**config.mk**
```make
export PLATFORM = sky130hd
export DESIGN_NAME = mpu_cfg_regs
export DESIGN_NICKNAME = d
export VERILOG_FILES = /design/src/rtl/mpu_pkg.sv /design/src/rtl/mpu_cfg_regs.sv
export SDC_FILE = /design/constraint.sdc
export NUM_CORES = 1
export LEC_CHECK = 0
export CORE_MARGIN = 1.5
export CORE_UTILIZATION = 45
export DETAILED_ROUTE_END_ITERATION = 16
export GPL_TIMING_DRIVEN = 0
export PLACE_DENSITY = 0.86
export SLEW_MARGIN = 20
export SYNTH_ARGS = -nofsm -noshare
export SYNTH_HDL_FRONTEND = slang
export SYNTH_SLANG_ARGS = --single-unit
```
**constraint.sdc**
```tcl
create_clock -name clk -period 2.6 [get_ports clk]
set_input_delay 0.65 -clock clk [delete_from_list [all_inputs] [get_ports clk]]
set_output_delay 0.65 -clock clk [all_outputs]
set_load 0.01 [all_outputs]
```
**src/rtl/mpu_pkg.sv**
```systemverilog
package mpu_pkg;

  typedef enum logic [1:0] {
    KIND_READ  = 2'd0,
    KIND_WRITE = 2'd1,
    KIND_FETCH = 2'd2,
    KIND_RSVD  = 2'd3
  } acc_kind_e;

  typedef enum logic [1:0] {
    SEL_CTRL = 2'd0,
    SEL_RNUM = 2'd1,
    SEL_BASE = 2'd2,
    SEL_ATTR = 2'd3
  } cfg_sel_e;

  typedef struct packed {
    logic       xn;
    logic [1:0] ap;
    logic [4:0] size;
    logic       en;
  } region_attr_t;

  localparam logic [1:0] AP_NONE      = 2'd0;
  localparam logic [1:0] AP_PRIV      = 2'd1;
  localparam logic [1:0] AP_UNPRIV_RO = 2'd2;
  localparam logic [1:0] AP_FULL      = 2'd3;

  function automatic logic ap_permits(input logic [1:0] ap, input logic priv,
                                      input logic is_write);
    logic ok;
    case (ap)
      AP_NONE:      ok = 1'b0;
      AP_PRIV:      ok = priv;
      AP_UNPRIV_RO: ok = priv | ~is_write;
      default:      ok = 1'b1;
    endcase
    return ok;
  endfunction

endpackage

```
**src/rtl/mpu_cfg_regs.sv**
```systemverilog
module mpu_cfg_regs
  import mpu_pkg::*;
#(
  parameter int NUM_REGIONS = 8,
  parameter int ADDR_W      = 32,
  parameter int DATA_W      = 32
) (
  input  logic                                  clk,
  input  logic                                  rst,
  input  logic                                  cfg_we,
  input  logic [1:0]                            cfg_sel,
  input  logic [DATA_W-1:0]                     cfg_wdata,
  output logic                                  ctrl_en,
  output logic                                  ctrl_hfnmi,
  output logic                                  ctrl_privdef,
  output logic [NUM_REGIONS-1:0][ADDR_W-1:0]    base_q,
  output region_attr_t [NUM_REGIONS-1:0]        attr_q
);

  localparam int IDX_W = $clog2(NUM_REGIONS);
  localparam logic [7:0] NREG8 = 8'(NUM_REGIONS);
  localparam logic [3:0] NREG4 = 4'(NUM_REGIONS);

  cfg_sel_e         sel;
  logic [IDX_W-1:0] rnum_q;
  logic             rnum_wr_ok;
  logic             base_valid;
  logic [3:0]       base_field;
  logic             base_wr_ok;
  logic [IDX_W-1:0] base_target;
  logic             attr_wr;
  region_attr_t     attr_new;

  assign sel         = cfg_sel_e'(cfg_sel);
  assign rnum_wr_ok  = cfg_we && (sel == SEL_RNUM) && (cfg_wdata[7:0] < NREG8);
  assign base_valid  = cfg_wdata[4];
  assign base_field  = cfg_wdata[3:0];
  assign base_wr_ok  = cfg_we && (sel == SEL_BASE) && (!base_valid || (base_field < NREG4));
  assign base_target = base_valid ? base_field[IDX_W-1:0] : rnum_q;
  assign attr_wr     = cfg_we && (sel == SEL_ATTR);

  always_comb begin
    attr_new.en   = cfg_wdata[0];
    attr_new.size = cfg_wdata[5:1];
    attr_new.ap   = cfg_wdata[9:8];
    attr_new.xn   = cfg_wdata[12];
  end

  always_ff @(posedge clk) begin
    if (rst) begin
      ctrl_en      <= 1'b0;
      ctrl_hfnmi   <= 1'b0;
      ctrl_privdef <= 1'b0;
      rnum_q       <= '0;
    end else begin
      if (cfg_we && (sel == SEL_CTRL)) begin
        ctrl_en      <= cfg_wdata[0];
        ctrl_hfnmi   <= cfg_wdata[1];
        ctrl_privdef <= cfg_wdata[2];
      end
      if (rnum_wr_ok)
        rnum_q <= cfg_wdata[IDX_W-1:0];
      else if (base_wr_ok && base_valid)
        rnum_q <= base_field[IDX_W-1:0];
    end
  end

  for (genvar i = 0; i < NUM_REGIONS; i++) begin : g_region
    always_ff @(posedge clk) begin
      if (rst) begin
        base_q[i] <= '0;
        attr_q[i] <= '0;
      end else begin
        if (base_wr_ok && (base_target == IDX_W'(i)))
          base_q[i] <= {cfg_wdata[ADDR_W-1:5], 5'b0};
        if (attr_wr && (rnum_q == IDX_W'(i)))
          attr_q[i] <= attr_new;
      end
    end
  end

  // an out-of-range region number write leaves the selection alone
  assert_rnum_ignore_R6: assert property (@(posedge clk) disable iff (rst)
    (cfg_we && (cfg_sel == 2'd1) && (cfg_wdata[7:0] >= NREG8)) |=> $stable(rnum_q));

  // a legal valid base write moves the selection
  assert_valid_base_R7: assert property (@(posedge clk) disable iff (rst)
    (cfg_we && (cfg_sel == 2'd2) && cfg_wdata[4] && (cfg_wdata[3:0] < NREG4))
    |=> (rnum_q == $past(cfg_wdata[IDX_W-1:0])));

endmodule

```
# After elaboration in Yosys (flattened, before gate mapping)
# Index checks and enable logic that the tools add are counted.
# totals
register_bits	294
inputBits	37
output_inout_bits	331
wordCells	95
# op_classes
n_lt_le_gt_ge	2
n_eq_ne	17
mux	3
n_reduce_logical	29
# ops
operator	n
$eq A3 B3 Y1 const B	8
$logic_and A1 B1 Y1	23
$eq A3 B2 Y1 const B	4
$mux W3	3
$lt A8 B4 Y1 const B	1
$eq A3 B1 Y1 const B	2
$logic_not A3 Y1	2
$eq A2 B2 Y1 const B	2
$lt A4 B4 Y1 const B	1
$eq A2 B1 Y1 const B	1
$logic_not A2 Y1	1
$reduce_bool A2 Y1	1
$logic_not A1 Y1	1
$logic_or A1 B1 Y1	1

# Depth between registers and ports, before layout
# logic_depth
word_depth	6
ltp_mapped	7
depth_no_buf	4

# Worst setup path before layout
# No wires, ideal clock.
# synth_path
kind	input to register
from	input cfg_wdata[4]
to	register base_q[204] (netlist bit)
arrival_time_ps	2103
setup_slack_ps	429
stages	6
cell_sequence	buf_6 -> or3b_4 -> a2111oi_4 -> buf_6 -> nand2_1 -> a21oi_2
# synth_via
elab_chain_len	4
word_cells_on_any_way	6
# synth_lines
item	line_no	rtl
from (decl)	mpu_cfg_regs.sv:12	input logic [DATA_W-1:0] cfg_wdata,
branches (longest 3 deep; another with $mux W3)	--	
$logic_and A1 B1 Y1 (*)	mpu_cfg_regs.sv:74	if (base_wr_ok && (base_target == IDX_W'(i)))
to (signal, indexed assignment)	mpu_cfg_regs.sv:75	base_q[i] <= {cfg_wdata[ADDR_W-1:5], 5'b0};
to (decl)	mpu_cfg_regs.sv:16	output logic [NUM_REGIONS-1:0][ADDR_W-1:0] base_q,
# Every way passes the cells marked *.
# A chain may end at the register's enable or synchronous reset.

# Worst setup path after layout
# layout_path
from	input cfg_wdata[4]
to	register base_q[20] (netlist bit)
# layout_via
elab_chain_len	4
word_cells_on_any_way	6
# layout_lines
item	line_no
branches (longest 3 deep; another with $mux W3)	--
$logic_and A1 B1 Y1 (*)	mpu_cfg_regs.sv:74
# Marked as above.

==> Implementation_results.wiki <==
{| class="wikitable"
! Metric !! Value
|-
| Proportion of netlist area held by the largest area contributor || 52.5%
|-
| Slowest stage delay, CP || 0.56 ns
|-
| Via count || 10.7k
|-
| Critical path, cell by cell || clkdlybuf4s50_1 -> buf_6 -> mux2i_4 -> o2111ai_2 -> clkbuf_1 -> nand2_1 -> a21oi_1
|-
| Maximum VDD drop || 581 uV
|-
| Number of antenna-violating nets in the routed design || 0
|-
| Setup repair after global routing missed its margin || true
|-
| Leftover overflow at the end of global routing || 0
|-
| Most common cell after layout, fill and taps aside || nand2_1
|-
| Cell types with the largest area share after synthesis || dfxtp_1 52%, nand2_1 15%, a21oi_1 9.5%, mux2i_1 7.0%, buf_4 4.3%
|-
| Setup clock skew after layout || 0.00721 ns
|-
| Antenna diode count || 0
|-
| Mean instance size in the synthesized netlist || 8.58 um^2
|-
| Library cells used by synthesis || 34
|-
| TritonCTS buffer count || 30
|-
| Final slew viol count || 0
|-
| # port buffers || 300
|-
| Maximum buffer depth of the clock tree || 3
|-
| Dominant register cell in the synthesized netlist || dfxtp_1
|-
| Clock-pin slew reported for the worst setup and hold paths after clock tree synthesis || 0.06 ns
|-
| Clock tree from TritonCTS || yes
|-
| Share of synthesized registers carrying an async set or reset || 0%
|-
| Count of cells along the worst register-to-register path || 6
|-
| Standard cell area after detailed placement || 14800 um^2
|-
| Share of the core filled with cells in the final layout || 65.5%
|-
| Global-route usage over all layers || 28.6%
|-
| Seq cells post-synth || 294
|-
| Hold buffer count at CTS || 0
|-
| Clock Sink Count || 294
|-
| Total Wirelength || 38600 um
|-
| Hold depth || 3
|-
| Number of synthesized flops with an enable pin || 0
|-
| DRC violation count after routing || 0
|-
| H-tree depth || 1
|-
| Largest net degree at the start of global routing || 15
|-
| Final worst-path cycle share || 102%
|-
| Core box area || 24400 um^2
|-
| Final Hold Fails || 0
|-
| Die height || 161 um
|-
| Overall power consumption || 0.00943 W
|-
| Post-route setup TNS || -0.454 ns
|-
| Fill cell instance count of the final layout || 1890
|-
| Die area || 25900 um^2
|-
| Relative slew slack || 44.0%
|-
| Power Dens Cells || 591 nW/um^2
|-
| Reported max-cap violation count || 0
|-
| Source-to-sink clock delay at the later pin of the worst-skew pair || 0.55 ns
|-
| Crit Path Category || in2reg
|-
| Commonest cells after routing, fill and taps aside || 434 x nand2_1, 300 x clkdlybuf4s50_1, 294 x dfxtp_1, 212 x a21oi_1, 80 x buf_4
|-
| Standard-cell row count || 57
|-
| Number of nets in the finished design || 1730
|-
| Area added between synthesis and finish || 42.4%
|-
| Worst setup SP type || input pin
|-
| Required time reported for the critical path endpoint || 3.00 ns
|-
| Worst slew pin tran || 0.840 ns
|-
| Initial DRC count || 881
|-
| Final Setup Violations || 23
|-
| Library cell occupying the most area in the post-synthesis netlist || dfxtp_1
|-
| Starting utilization of the core area || 46.0%
|-
| Final HPWL DP || 27100 um
|-
| First-pass GRT wire length || 57800 um
|-
| Critical Path Sink Type || flip-flop
|-
| Min-delay worst type || in2reg
|-
| Share of layout cells above drive strength 1 || 10.7%
|-
| 1st-pass router iterations || 7
|-
| Per-cell routed wire length || 18.9 um
|-
| Yosys Warn Count || 0
|-
| Cell with the largest stage delay on the worst path || o2111ai_2
|-
| Netlist area before placement || 11200 um^2
|-
| Count of buffer and inverter cells on the critical path || 3
|-
| Boundary pin count || 368
|-
| Data arrival time of the worst path || 3.05 ns
|-
| Violated checks || setup timing
|-
| Horiz. Die Dim || 161 um
|-
| Status || finished, violations left
|-
| Number of antenna violations at the first check in global routing || 0
|-
| Post-Synthesis Cells || 1306
|-
| Highest Clock Rate || 378 MHz
|-
| Sequential element share of the synthesized area || 52.5%
|-
| Clk Tree Root Cell || clkbuf_16
|-
| Path length in cells of the critical path || 7
|-
| Maximum fanout along the worst path || 10
|-
| Non-Filler Cell Area, Final || 16000 um^2
|-
| Drt via density || 5.22
|-
| Kind of cell adding the most delay to the critical path || buffers and inverters
|-
| Number of global-route vias before repair || 10.2k
|-
| Final worst slack || -0.0441 ns
|-
| Post-layout min period || 2.64 ns
|-
| Last weighted congestion value of the routability-driven placer || 0.847
|-
| Leakage power summed over all cells || 5.58 nW
|}
==> cells in the mapped netlist (5+ instances only) <==
cell type / n
clkbuf_1: 66
dfxtp_1: 294
mux2i_1: 78
nor2_1: 78
nor2_2: 6
buf_4: 64
a21oi_1: 212
nand2_1: 434
buf_2: 5
buf_6: 13
a2111oi_4: 8
==> routing by layer <==
layer / wire, um / track usage [%]
met1: 14800 / 33.8
met2: 18800 / 49.6
met3: 3150 / 5.45
met5: 0 / 0
met4: 1860 / 14.1
==> worst paths after layout <==
path         slack [ns]           from           to
max               -0.04   cfg_wdata[4]   base_q[20]
min                0.42  cfg_wdata[23]   base_q[87]
max reg2reg        0.13      rnum_q[0]   base_q[44]
min reg2reg        0.45    base_q[138]  base_q[138]
==> stage by stage <==
stage               hold WS (ns)  setup slack (ns)  cells
floorplan                  0.481             0.429   1345
global placement           0.440            -0.785   1969
detailed placement         0.446            -0.687   1969
CTS                        0.404           -0.0178   2039
global route               0.407            -0.137   2041
finish                     0.423           -0.0441   2041
==> sequential cells by signal, summed over array words and instances (netlist names) <==
signal,flops
base_q,216
ctrl_privdef,1
rnum_q,3
ctrl_en,1
ctrl_hfnmi,1
attr_q,72
==> layout make-up <==
cell class | instances | area, um^2 | area share [%]
multi-input cells | 899 | 4620 | 28.9
plain buffers | 150 | 913 | 5.72
well taps | 324 | 405 | 2.54
inverters | 1 | 3.75 | 0.0235
clock inverters | 13 | 131 | 0.823
clock buffers | 43 | 871 | 5.45
flip-flops and latches | 294 | 5890 | 36.9
repair buffers | 317 | 3140 | 19.7
==> worst min-delay path: cells and delay by family <==
kind	cells	cell delay [ns]
AND/OR/NAND/NOR	1	0.06
buffers and inverters	1	0.16
AO/OA/AOI/OAI	1	0.05
==> cell families after synthesis <==
kind of cell / Yosys count / share of synthesized area [%]
buf+inv: 152 / 8.16
compound gates: 233 / 12.7
flops: 294 / 52.5
simple gates: 546 / 19.4
other cells: 1 / 0.0334
mux: 80 / 7.26
==> power by group <==
group / switching, W / internal (W) / total [W]
clock: 0.00181 / 0.00253 / 0.00434
combinational: 0.000364 / 0.000185 / 0.000549
sequential: 0.0000148 / 0.00453 / 0.00454
==> what timing repair did <==
| action | in CTS | in global routing |
|---|---|---|
| pin swaps | 5 | 1 |
| setup endpoints to repair | 100 | 130 |
| resized for setup | 5 | 10 |
| setup buffers | 14 | 3 |
Power figures use the tool's default switching activity.
